===== src/rtl/psr_pkg.sv =====
// Shared constants for the status register transfer unit.
// Assumes a 32-bit status word with flags at the top and mode at the bottom.
package psr_pkg;
    localparam int PSR_W     = 32;
    localparam int FLAG_W    = 4;
    localparam int MODE_W    = 5;
    localparam int FLAG_LSB  = PSR_W - FLAG_W;   // N,Z,C,V at 31..28
    localparam int CTRL_W    = 8;                // bits 7..0 writable
    localparam logic [PSR_W-1:0] FLAG_MASK = {{FLAG_W{1'b1}}, {(PSR_W-FLAG_W){1'b0}}};
    localparam logic [PSR_W-1:0] CTRL_MASK = {{(PSR_W-CTRL_W){1'b0}}, {CTRL_W{1'b1}}};
    localparam logic [PSR_W-1:0] FULL_MASK = FLAG_MASK | CTRL_MASK;
    localparam int N_WORDS   = 2;                // 0 live, 1 saved
endpackage


===== src/rtl/psr_xfer_ctrl.sv =====
// Turns the decoded strobes into per-word write enables and the error flag.
// Assumes operand already expanded; only legality of immediates is judged.
module psr_xfer_ctrl
    import psr_pkg::*;
(
    input  logic               wr_en,
    input  logic               wr_saved,
    input  logic               wr_flags_only,
    input  logic               wr_imm,
    input  logic               cond_pass,
    output logic [N_WORDS-1:0] we,
    output logic               err
);
    logic live_wr;

    // Qualify the write and split it by target.
    always_comb begin
        live_wr = wr_en && cond_pass;
        err     = live_wr && wr_imm && !wr_flags_only;
        we      = '0;
        if (live_wr && !err) begin
            we[wr_saved] = 1'b1;
        end
    end
endmodule


===== src/rtl/psr_write_merge.sv =====
// Masked merge of an operand into a status word.
// Assumes reserved bits are outside both masks, so they always keep cur.
module psr_write_merge
    import psr_pkg::*;
(
    input  logic [PSR_W-1:0] cur,
    input  logic [PSR_W-1:0] operand,
    input  logic             flags_only,
    output logic [PSR_W-1:0] nxt
);
    logic [PSR_W-1:0] mask;

    // Pick the mask and merge.
    always_comb begin
        mask = flags_only ? FLAG_MASK : FULL_MASK;
        nxt  = (cur & ~mask) | (operand & mask);
    end
endmodule


===== src/rtl/psr_word_reg.sv =====
// One status word register with its own reset value.
// Assumes the reset value has zero reserved bits.
module psr_word_reg
    import psr_pkg::*;
#(
    parameter logic [PSR_W-1:0] RST_VAL = '0
) (
    input  logic             clk,
    input  logic             rst_n,
    input  logic             we,
    input  logic [PSR_W-1:0] d,
    output logic [PSR_W-1:0] q
);
    // Hold or load the word.
    always_ff @(posedge clk) begin
        if (!rst_n)  q <= RST_VAL;
        else if (we) q <= d;
    end


    hold_when_idle_chk: assert property (@(posedge clk) disable iff (!rst_n)
        !we |=> $stable(q));

    resv_stable_chk: assert property (@(posedge clk) disable iff (!rst_n)
        1'b1 |=> $stable(q[FLAG_LSB-1:CTRL_W]));
endmodule


===== src/rtl/psr_xfer_unit.sv =====
// Status register transfer unit: live and saved status words, single-cycle
// read and masked write. Assumes one decoded transfer of each kind per cycle.
module psr_xfer_unit
    import psr_pkg::*;
#(
    parameter logic [MODE_W-1:0] RESET_MODE = 5'b10011
) (
    input  logic              clk,
    input  logic              rst_n,
    input  logic              rd_en,
    input  logic              rd_saved,
    input  logic              wr_en,
    input  logic              wr_saved,
    input  logic              wr_flags_only,
    input  logic              wr_imm,
    input  logic [PSR_W-1:0]  operand,
    input  logic              cond_pass,
    output logic [PSR_W-1:0]  rd_data,
    output logic [FLAG_W-1:0] flags,
    output logic [MODE_W-1:0] mode,
    output logic              err
);
    localparam logic [PSR_W-1:0] LIVE_RST = {{(PSR_W-MODE_W){1'b0}}, RESET_MODE};

    logic [N_WORDS-1:0]            we;
    logic [N_WORDS-1:0][PSR_W-1:0] word_q;
    logic [PSR_W-1:0]              tgt_cur;
    logic [PSR_W-1:0]              tgt_nxt;

    psr_xfer_ctrl ctrl_i (
        .wr_en(wr_en), .wr_saved(wr_saved), .wr_flags_only(wr_flags_only),
        .wr_imm(wr_imm), .cond_pass(cond_pass), .we(we), .err(err)
    );

    // Select the word being written.
    always_comb tgt_cur = word_q[wr_saved];

    psr_write_merge merge_i (
        .cur(tgt_cur), .operand(operand), .flags_only(wr_flags_only), .nxt(tgt_nxt)
    );

    for (genvar g = 0; g < N_WORDS; g++) begin : g_word
        psr_word_reg #(.RST_VAL(g == 0 ? LIVE_RST : '0)) reg_i (
            .clk(clk), .rst_n(rst_n), .we(we[g]), .d(tgt_nxt), .q(word_q[g])
        );
    end

    // Same-cycle read of the registered (pre-write) word.
    always_comb rd_data = (rd_en && cond_pass) ? word_q[rd_saved] : '0;

    // Live field outputs.
    always_comb begin
        flags = word_q[0][PSR_W-1:FLAG_LSB];
        mode  = word_q[0][MODE_W-1:0];
    end


    err_blocks_write_chk: assert property (@(posedge clk) disable iff (!rst_n)
        err |=> ($stable(word_q[0]) && $stable(word_q[1])));

    cond_fail_quiet_chk: assert property (@(posedge clk) disable iff (!rst_n)
        !cond_pass |=> ($stable(word_q[0]) && $stable(word_q[1])));

    flag_write_ctrl_keep_chk: assert property (@(posedge clk) disable iff (!rst_n)
        (wr_en && cond_pass && wr_flags_only && !wr_saved)
            |=> $stable(word_q[0][FLAG_LSB-1:0]));

    read_pre_write_chk: assert property (@(posedge clk) disable iff (!rst_n)
        (rd_en && cond_pass && !rd_saved) |=> ($past(rd_data) == $past(word_q[0])));
endmodule


===== config.mk =====
export PLATFORM = sky130hd
export DESIGN_NAME = psr_xfer_unit
export DESIGN_NICKNAME = d
export VERILOG_FILES = /design/src/rtl/psr_pkg.sv /design/src/rtl/psr_xfer_ctrl.sv /design/src/rtl/psr_write_merge.sv /design/src/rtl/psr_word_reg.sv /design/src/rtl/psr_xfer_unit.sv
export SDC_FILE = /design/constraint.sdc
export NUM_CORES = 1
export LEC_CHECK = 0
export BUFFER_PORTS_ARGS = -buffer_cell sky130_fd_sc_hd__buf_4
export CAP_MARGIN = 20
export CORE_UTILIZATION = 30
export DETAILED_ROUTE_END_ITERATION = 8
export PLACE_DENSITY = 0.47
export SLEW_MARGIN = 0
export SYNTH_ARGS = -nofsm -noshare
export SYNTH_HDL_FRONTEND = slang
export SYNTH_HIERARCHICAL = 1
export SYNTH_SLANG_ARGS = --single-unit

===== constraint.sdc =====
create_clock -name clk -period 1.9 [get_ports clk]
set_input_delay 0.38 -clock clk [delete_from_list [all_inputs] [get_ports clk]]
set_output_delay 0.38 -clock clk [all_outputs]
set_load 0.03 [all_outputs]

==> out/metrics.csv, run 1 <==
stage;metric;value;unit
run_status;run_status;completed;
route;drtAntennaViolNets;0;
placement;portBuffers;62;
route;drtPass1Iterations;4;
clock_network;cts_max_level;3;
route;drt_iter0_drc;42;
critical_path;critPathArrivalTime;1.17;ns
critical_path;required;1.52;ns
sta;fin_crit;1.554;ns
clock_network;cts_root_buf;clkbuf_16;
power_and_ir_drop;total_power;3.161;mW
die;die_h;115.0;microns
critical_path;start_kind;input port;
route;drt_wl_total;7902;microns
clock_network;cts_buffers;9;
sta;clock_skew;0.004452;ns
critical_path;path_class;input port to output port;
logic_synthesis;syn_area_per_cell;11.01;sq um
cells_and_area;layout-drive-gt1-share;32.90;%
grt;grt_antenna_before_repair;0;
die;core.rowCount;40;
clock_network;hold_buffers;0;
clock_network;cts_tree;done;
placement;place.gp.congestion;0.6202;
critical_path;cp_slowest_cell;mux2i_1;
sta;tns;0;ns
cells_and_area;num-nets-final;421;
die;initial_core_util;31.38;%
clock_network;clock_latency;0.32;ns
power_and_ir_drop;power_leakage;1.743;nW
logic_synthesis;synth_area;3832;sq um
clock_network;cts.reportedPaths.clkPinSlew;0.06;ns
sta;clock.fmax;643.4;MHz
cells_and_area;largest_register;g_word.reg_i/q;
route;vias;2390;
route;vias_per_cell;4.338;
run;cap_violations;0;
route;drcViolationCount;0;
cells_and_area;area_growth;15.64;%
sta;timing.final.hold_violations;0;
grt;grt_use_total;12.84;%
grt;globalRoute.totalOverflow;0;
logic_synthesis;yosys_warnings;6;
clock_network;post-cts-setup-buffers;0;
power_and_ir_drop;power-per-cell-area;713.3;nW/um^2
cells_and_area;antenna_cells;0;
critical_path;cpMostUsedCell;buf_4;
route;routedWlPerCell;14.34;microns
sta;rsz0062_at_grt;no;
sta;period_share;81.80;%
logic_synthesis;netlist_instances;348;
power_and_ir_drop;peakVddDrop;0.4534;mV
sta;worst_pin_slew;0.5339;ns
logic_synthesis;synth_nets;389;
cells_and_area;largest_reg_flops;64;
die;die_x;115.0;microns
die;die-area;13230;sq um
die;pin_count;83;
critical_path;critPathMaxFanout;20;
clock_network;cts_resized;0;
sta;setup_violations;0;
die;coreArea;12210;sq um
hold_path;hp-class;input port to flop;
clock_network;cts_num_sinks;64;
placement;place_hpwl;4952;microns
critical_path;path_cells;buf_4 > buf_12 > mux2i_1 > nor2_1 > buf_4;
cells_and_area;reg.largest.list;g_word.reg_i/q: 64 flops;
cells_and_area;fillCellCount;1277;
critical_path;critPathMaxStageDelay;0.24;ns
clock_network;clockBufferDepth;2;
sta;max_slew_margin;64.41;%
grt;grt_pass1_wl;13100;microns
sta;drv_slew;0;
critical_path;end_kind;output port;
grt;grt_pass1_vias;2501;
grt;grt_max_degree;65;
==> layout by cell type, fill, tap and decap left out, drive strengths merged <==
cell      instances
nor3              1
buf              71
nor2             32
nor3b             1
nand2             5
clkinv            3
clkinvlp          1
dfxtp            64
mux2i            96
mux2             36
nor2b            63
clkbuf           10
==> power breakdown <==
part	total (mW)	leakage, nW	internal, mW	switching [mW]
clock	1.47	0.130	0.895	0.571
sequential	1.37	0.516	1.36	0.00979
combinational	0.329	1.10	0.167	0.162
==> routing by layer <==
metal | GRT usage [%] | vias to the layer above | wire [microns]
met5 | 0 | - | 0
met1 | 15.84 | 1134 | 3631
li1 | - | 1207 | -
met3 | 3.321 | 8 | 294
met2 | 21.77 | 41 | 3901
met4 | 4.156 | 0 | 75
==> stage by stage <==
stage | hold WS (ns) | cells | area [sq um] | util (%) | setup WS (ns)
2_1_floorplan | 0.4824 | 348 | 3832 | - | 0.3171
3_3_place_gp | 0.4970 | 537 | 4170 | 34.15 | 0.1644
3_5_place_dp | 0.5072 | 537 | 4170 | 34.15 | 0.1505
4_1_cts | 0.3183 | 551 | 4432 | 36.29 | 0.3192
5_1_grt | 0.3141 | 551 | 4432 | 36.29 | 0.2661
6_report | 0.3248 | 551 | 4432 | 36.29 | 0.3459
==> cell type report <==
cell class,instances,area [sq um],area share [%]
multi-input cells,234,2083,47.01
flip-flops and latches,64,1281,28.91
repair buffers,71,595.6,13.44
clock buffers,10,239.0,5.392
well taps,168,210.2,4.743
clock inverters,4,22.52,0.5082
==> worst max-delay path: cells and delay by family <==
family	cells	cell delay, ns
simple gates	1	0.07
buf+inv	3	0.48
mux	1	0.24
==> worst paths after layout <==
check                               end  slack [ns]                   from  cells after the start
hold / removal    g_word[1].reg_i/q[30]        0.32            operand[30]                      3
setup reg to reg   g_word[0].reg_i/q[4]        0.70   g_word[0].reg_i/q[4]                      4
setup / recovery            rd_data[20]        0.35               rd_saved                      5
hold reg to reg   g_word[1].reg_i/q[31]        0.52  g_word[1].reg_i/q[31]                      2
No activity file was read; power rests on OpenSTA's default activity.
==> inputs of run 2 (changes only) <==
==> constraint.sdc (replaced) <==
create_clock -name clk -period 1.54 [get_ports clk]
set_input_delay 0.308 -clock clk [delete_from_list [all_inputs] [get_ports clk]]
set_output_delay 0.308 -clock clk [all_outputs]
set_load 0.03 [all_outputs]
==> run 2 against run 1 <==
  * Final area increased by 2.7%
  * Via count up 1.2%
  * Sequential power rose by 23%
  * Die area did not move
  * Hold slack worse by 0.071 ns
  * Register-to-register slack worse by 0.37 ns
  * Combinational power grew 28%
  * Clock skew rose by 0.0034 ns
  * Global-route usage down 0.22 points
  * Clock power grew 49%
  * Utilization is 0.99 points higher
  * Critical endpoint is now rd_data[31]
  * Largest cell class unchanged
  * Largest power group unchanged
  * Highest routed layer unchanged
==> out/metrics.csv, run 2 (same netlist as run 1, synthesis figures left out) <==
stage;metric;value;unit;change
power_and_ir_drop;power_leakage;1.804;nW;+3.5%
cells_and_area;seqCellArea;1281;sq um;unchanged
route;drtAntennaViolNets;0;;unchanged
hold_path;hold-path-endpoint;g_word[1].reg_i/q[28];;
sta;drv_slew;0;;unchanged
clock_network;cts_root_buf;clkbuf_16;;
die;die_x;115.0;microns;unchanged
cells_and_area;num-nets-final;429;;+1.9%
clock_network;cts_num_sinks;64;;unchanged
critical_path;critPathMaxFanout;3;;-85%
grt;globalRoute.totalOverflow;0;;unchanged
die;initial_core_util;31.38;%;unchanged
cells_and_area;area_growth;18.81;%;
critical_path;cp-startpoint;g_word[0].reg_i/q[31];;
clock_network;hold_buffers;0;;unchanged
cells_and_area;fillCellCount;1267;;-0.78%
sta;timing.final.hold_violations;0;;unchanged
hold_path;hold_depth;3;;unchanged
clock_network;cts_max_level;3;;unchanged
sta;tns;0;ns;unchanged
grt;grt_max_degree;65;;unchanged
route;drt_iter0_drc;66;;+57%
power_and_ir_drop;total_power;4.296;mW;+36%
route;drcViolationCount;0;;unchanged
cells_and_area;final_cell_mix;mux2i_1, buf_4, dfxtp_1;;
placement;place.gp.congestion;0.6801;;+9.7%
sta;period_share;96.54;%;
clock_network;cts_resized;0;;unchanged
sta;max_slew_margin;63.81;%;-0.60 points
hold_path;hp-class;input port to flop;;
critical_path;critPathArrivalTime;1.18;ns;about the same
cells_and_area;reg.largest.list;g_word.reg_i/q: 64 flops;;
die;core.rowCount;40;;unchanged
critical_path;required;1.23;ns;-0.29 ns
cells_and_area;layout-drive-gt1-share;34.35;%;+1.5 points
sta;rsz0062_at_grt;no;;
sta;fin_crit;1.487;ns;
grt;grt_pass1_wl;12890;microns;-1.6%
critical_path;start_kind;flop;;
sta;clock.fmax;672.6;MHz;
clock_network;clockBufferDepth;2;;unchanged
cells_and_area;final_common_cell;mux2i_1;;
route;vias;2418;;+1.2%
sta;hold_ws;0.2539;ns;-0.07097 ns
critical_path;worstReg2RegStart;g_word[0].reg_i/q[1];;
route;drt_wl_total;7871;microns;-0.39%
cells_and_area;antenna_cells;0;;unchanged
placement;place_ws;-0.05747;ns;-0.2080 ns
placement;placed_area;4230;sq um;+1.4%
sta;clock_skew;0.007881;ns;+0.003429 ns
critical_path;reg2reg_depth;4;;unchanged
critical_path;r2r-end;g_word[0].reg_i/q[1];;
sta;setup_violations;0;;unchanged
grt;grt_antenna_before_repair;0;;unchanged
cells_and_area;largest_register;g_word.reg_i/q;;
critical_path;end_kind;output port;;
run;cap_violations;0;;unchanged
run_status;run_status;completed;;
hold_path;worstHoldStart;operand[28];;
die;coreArea;12210;sq um;unchanged
clock_network;cts.reportedPaths.clkPinSlew;0.06;ns;about the same
die;die-area;13230;sq um;unchanged
route;drtPass1Iterations;4;;unchanged
cells_and_area;largest_reg_flops;64;;unchanged
grt;grt_use_total;12.62;%;-0.22 points
power_and_ir_drop;power-per-cell-area;943.5;nW/um^2;+32%
cells_and_area;final_area;4553;sq um;+2.7%
cells_and_area;multi_input_area;2083;sq um;unchanged
clock_network;clock_latency;0.32;ns;about the same
grt;grt_pass1_vias;2514;;+0.52%
critical_path;r2r_slack;0.33;ns;-0.37 ns
power_and_ir_drop;peakVddDrop;0.5012;mV;+11%
sta;worst_slack;0.05328;ns;-0.2926 ns
die;pin_count;83;;unchanged
route;routedWlPerCell;14.03;microns;-2.2%
clock_network;cts_tree;done;;
placement;place_hpwl;5174;microns;+4.5%
clock_network;post-cts-setup-buffers;0;;unchanged
sta;worst_pin_slew;0.5429;ns;+0.008983 ns
critical_path;path_class;flop to output port;;
die;die_h;115.0;microns;unchanged
placement;portBuffers;62;;unchanged
route;vias_per_cell;4.310;;-0.63%
clock_network;cts_buffers;9;;unchanged
run 2: changes by cell type in the layout (fill, tap and decap cells not counted):
cell	previous run	this run
buf_4	66	74
bufinv_16	0	2
clkbuf_1	0	1
clkinv_2	3	1
clkinvlp_4	1	2
run 2: per-layer routing:
layer | routed length (microns) | global-route usage, % | up-vias
met4 | 74 | 3.203 | 0
met3 | 288 | 3.216 | 6
met1 | 3724 | 15.60 | 1147
met5 | 0 | 0 | -
met2 | 3783 | 21.81 | 42
li1 | - | - | 1223
run 2: cell type report:
| cell class | instances | area share (%) |
|---|---|---|
| clock buffer | 11 | 5.331 |
| clock inverter | 5 | 1.759 |
| multi-input combinational | 234 | 45.75 |
| sequential | 64 | 28.14 |
| tap | 168 | 4.617 |
| timing repair buffer | 79 | 14.40 |
run 2: where the power goes:
part           switching [mW]  total [mW]  internal, mW
Combinational           0.203       0.420         0.217
Clock                   0.732        2.19          1.46
Sequential             0.0124        1.69          1.67
Total                   0.948        4.30          3.35
run 2: stage by stage:
stage,util [%],std cells
final,37.28,561
after detailed placement,34.64,545
after global placement,34.64,545
after global routing,37.28,561
after floorplan,-,348
after CTS,37.28,561
run 2: critical path, cell delays in order, from the launching register on:
cell and delay, ns:
dfxtp_1 0.36, mux2i_1 0.10, nor2_1 0.20, buf_4 0.20
run 2: worst max-delay path by stage:
stage	end	slack [ns]	cells after the start
global route	rd_data[15]	0.02	5
CTS	rd_data[31]	0.05	3
global placement	g_word[0].reg_i/q[24]	-0.05	5
floorplan	rd_data[1]	0.10	4
detailed placement	g_word[1].reg_i/q[20]	-0.06	5
finish	rd_data[31]	0.05	3
==> inputs of run 3 (changes only) <==
--- a/config.mk
+++ b/config.mk
@@ -5,6 +5,7 @@
 export SDC_FILE = /design/constraint.sdc
 export NUM_CORES = 1
 export LEC_CHECK = 0
+export ABC_AREA = 1
 export BUFFER_PORTS_ARGS = -buffer_cell sky130_fd_sc_hd__buf_4
 export CAP_MARGIN = 20
 export CORE_UTILIZATION = 30
==> run 3 against run 2 <==
  * Synthesized cell count is 99% higher
  * Clock power down 14%
  * Critical endpoint is now rd_data[19]
  * Sequential cell count unchanged
  * Power up 4.0%
  * Largest cell class unchanged
  * Worst setup slack better by 0.065 ns
  * Utilization fell by 1.8 points
  * Die area up 6.6%
  * Final area increased by 3.6%
  * Largest power group unchanged
  * Hold slack improved by 0.032 ns
==> out/metrics.csv, run 3 <==
stage;metric;value;unit;change
die;die_h;118.8;microns;+3.3%
die;pin_count;83;;unchanged
clock_network;cts_num_sinks;64;;unchanged
clock_network;hold_buffers;0;;unchanged
clock_network;clockBufferDepth;2;;unchanged
die;die_x;118.8;microns;+3.3%
route;drt_iter0_drc;188;;+180%
clock_network;cts_tree;done;;
critical_path;critPathArrivalTime;1.11;ns;-0.07 ns
hold_path;hold-path-endpoint;g_word[1].reg_i/q[30];;
clock_network;cts_resized;0;;unchanged
critical_path;r2r-end;g_word[1].reg_i/q[4];;
clock_network;cts_root_buf;clkbuf_16;;
logic_synthesis;syn_area_per_cell;5.902;sq um;-46%
route;vias;3651;;+51%
critical_path;worstReg2RegStart;g_word[0].reg_i/q[4];;
placement;place_ws;0.08969;ns;+0.1472 ns
grt;grt_pass1_wl;15800;microns;+23%
clock_network;cts_buffers;9;;unchanged
sta;max_slew_margin;79.93;%;+16 points
grt;grt_use_total;13.88;%;+1.3 points
cells_and_area;largest_register;g_word.reg_i/q;;
logic_synthesis;synth_area;4090;sq um;+6.7%
critical_path;path_cells;buf_4 > nand2_1 > inv_2 > buf_12 > nand2_1 > nor2_1 > buf_4;;
grt;grt_max_degree;65;;unchanged
critical_path;cp_slowest_cell;buf_4;;
cells_and_area;num-nets-final;761;;+77%
cells_and_area;fin_util;35.49;%;-1.8 points
critical_path;path_class;input port to output port;;
critical_path;critPathMaxStageDelay;0.18;ns;-0.18 ns
power_and_ir_drop;power-per-cell-area;947.0;nW/um^2;+0.37%
cells_and_area;area_growth;15.36;%;
hold_path;hold_depth;5;;+2
cells_and_area;fin_cells;899;;+60%
placement;place_inst;885;;+62%
cells_and_area;layout-drive-gt1-share;15.49;%;-19 points
sta;clock.fmax;703.5;MHz;+4.6%
critical_path;reg2reg_depth;8;;+4
die;coreArea;13300;sq um;+8.9%
sta;rsz0062_at_grt;no;;
die;die-area;14110;sq um;+6.6%
critical_path;start_kind;input port;;
logic_synthesis;netlist_instances;693;;+99%
run_status;run_status;completed;;
cells_and_area;final_cell_mix;nand2_1, nor2_1, inv_1;;
grt;grt_antenna_before_repair;0;;unchanged
cells_and_area;largest_reg_flops;64;;unchanged
logic_synthesis;yosys_warnings;6;;unchanged
clock_network;post-cts-setup-buffers;0;;unchanged
hold_path;worstHoldStart;operand[30];;
sta;timing.final.hold_violations;0;;unchanged
cells_and_area;antenna_cells;0;;unchanged
sta;clock_skew;0.004988;ns;-0.002893 ns
hold_path;hp-class;input port to flop;;
critical_path;critPathMaxFanout;17;;+14
route;drcViolationCount;0;;unchanged
power_and_ir_drop;peakVddDrop;0.3952;mV;-21%
cells_and_area;final_common_cell;nand2_1;;
route;routedWlPerCell;10.08;microns;-28%
clock_network;cts_max_level;3;;unchanged
die;core.rowCount;42;;+5.0%
sta;tns;0;ns;unchanged
cells_and_area;reg.largest.list;g_word.reg_i/q: 64 flops;;
power_and_ir_drop;power_leakage;2.318;nW;+29%
route;drtPass1Iterations;4;;unchanged
placement;place_hpwl;5877;microns;+14%
route;drtAntennaViolNets;0;;unchanged
route;vias_per_cell;4.061;;-5.8%
critical_path;end_kind;output port;;
grt;globalRoute.totalOverflow;0;;unchanged
sta;setup_violations;0;;unchanged
critical_path;r2r_slack;0.52;ns;+0.19 ns
sta;worst_pin_slew;0.3011;ns;-0.2418 ns
sta;drv_slew;0;;unchanged
sta;period_share;92.30;%;-4.2 points
placement;portBuffers;62;;unchanged
grt;grt_pass1_vias;3482;;+39%
critical_path;required;1.23;ns;about the same
sta;fin_crit;1.421;ns;-0.06524 ns
clock_network;clock_latency;0.32;ns;about the same
sta;worst_slack;0.1185;ns;+0.06524 ns
die;initial_core_util;30.76;%;-0.62 points
placement;place.gp.congestion;0.7766;;+14%
clock_network;cts.reportedPaths.clkPinSlew;0.05;ns;about the same
route;drt_wl_total;9060;microns;+15%
run;cap_violations;0;;unchanged
logic_synthesis;synth_nets;734;;+89%
-- run 3: worst max-delay path by stage --
| stage | start | depth (start not counted) | end |
|---|---|---|---|
| floorplan | rd_saved | 5 | rd_data[10] |
| global placement | cond_pass | 7 | rd_data[13] |
| detailed placement | cond_pass | 7 | rd_data[13] |
| CTS | g_word[1].reg_i/q[13] | 5 | rd_data[13] |
| global route | g_word[1].reg_i/q[13] | 5 | rd_data[13] |
| finish | cond_pass | 7 | rd_data[19] |
-- run 3: per-stage QoR --
stage	instance area [sq um]	power, mW	hold WS, ns
6_report	4718	4.468	0.2863
5_1_grt	4718	4.724	0.2871
4_1_cts	4706	4.563	0.2697
3_5_place_dp	4432	2.618	0.4628
3_3_place_gp	4432	2.602	0.4584
2_1_floorplan	4090	2.487	0.4284
-- run 3: worst max-delay path: cells and delay by family --
kind	cells	cell delay, ns
buffers and inverters	4	0.52
AND/OR/NAND/NOR	3	0.26
-- run 3: routing by layer --
metal | track usage (%) | vias to the layer above | part of all wire (%)
met1 | 16.49 | 1564 | 48
met5 | 0 | - | 0
li1 | - | 2013 | -
met4 | 5.459 | 0 | 1.6
met2 | 23.68 | 62 | 46
met3 | 3.668 | 12 | 5.0
-- run 3: where the power goes --
part	internal [mW]	switching, mW	leakage (nW)
Clock	1.20	0.687	0.135
Sequential	1.74	0.0499	0.522
Combinational	0.310	0.481	1.66
-- run 3: final cells by class --
| cell class | instances | area, sq um |
|---|---|---|
| Clock buffer | 14 | 274.0 |
| Inverter | 99 | 371.6 |
| Tap cell | 176 | 220.2 |
| Sequential cell | 64 | 1281 |
| Timing Repair Buffer | 78 | 718.2 |
| Multi-Input combinational cell | 468 | 1853 |
| Fill cell | 1448 | 8577 |
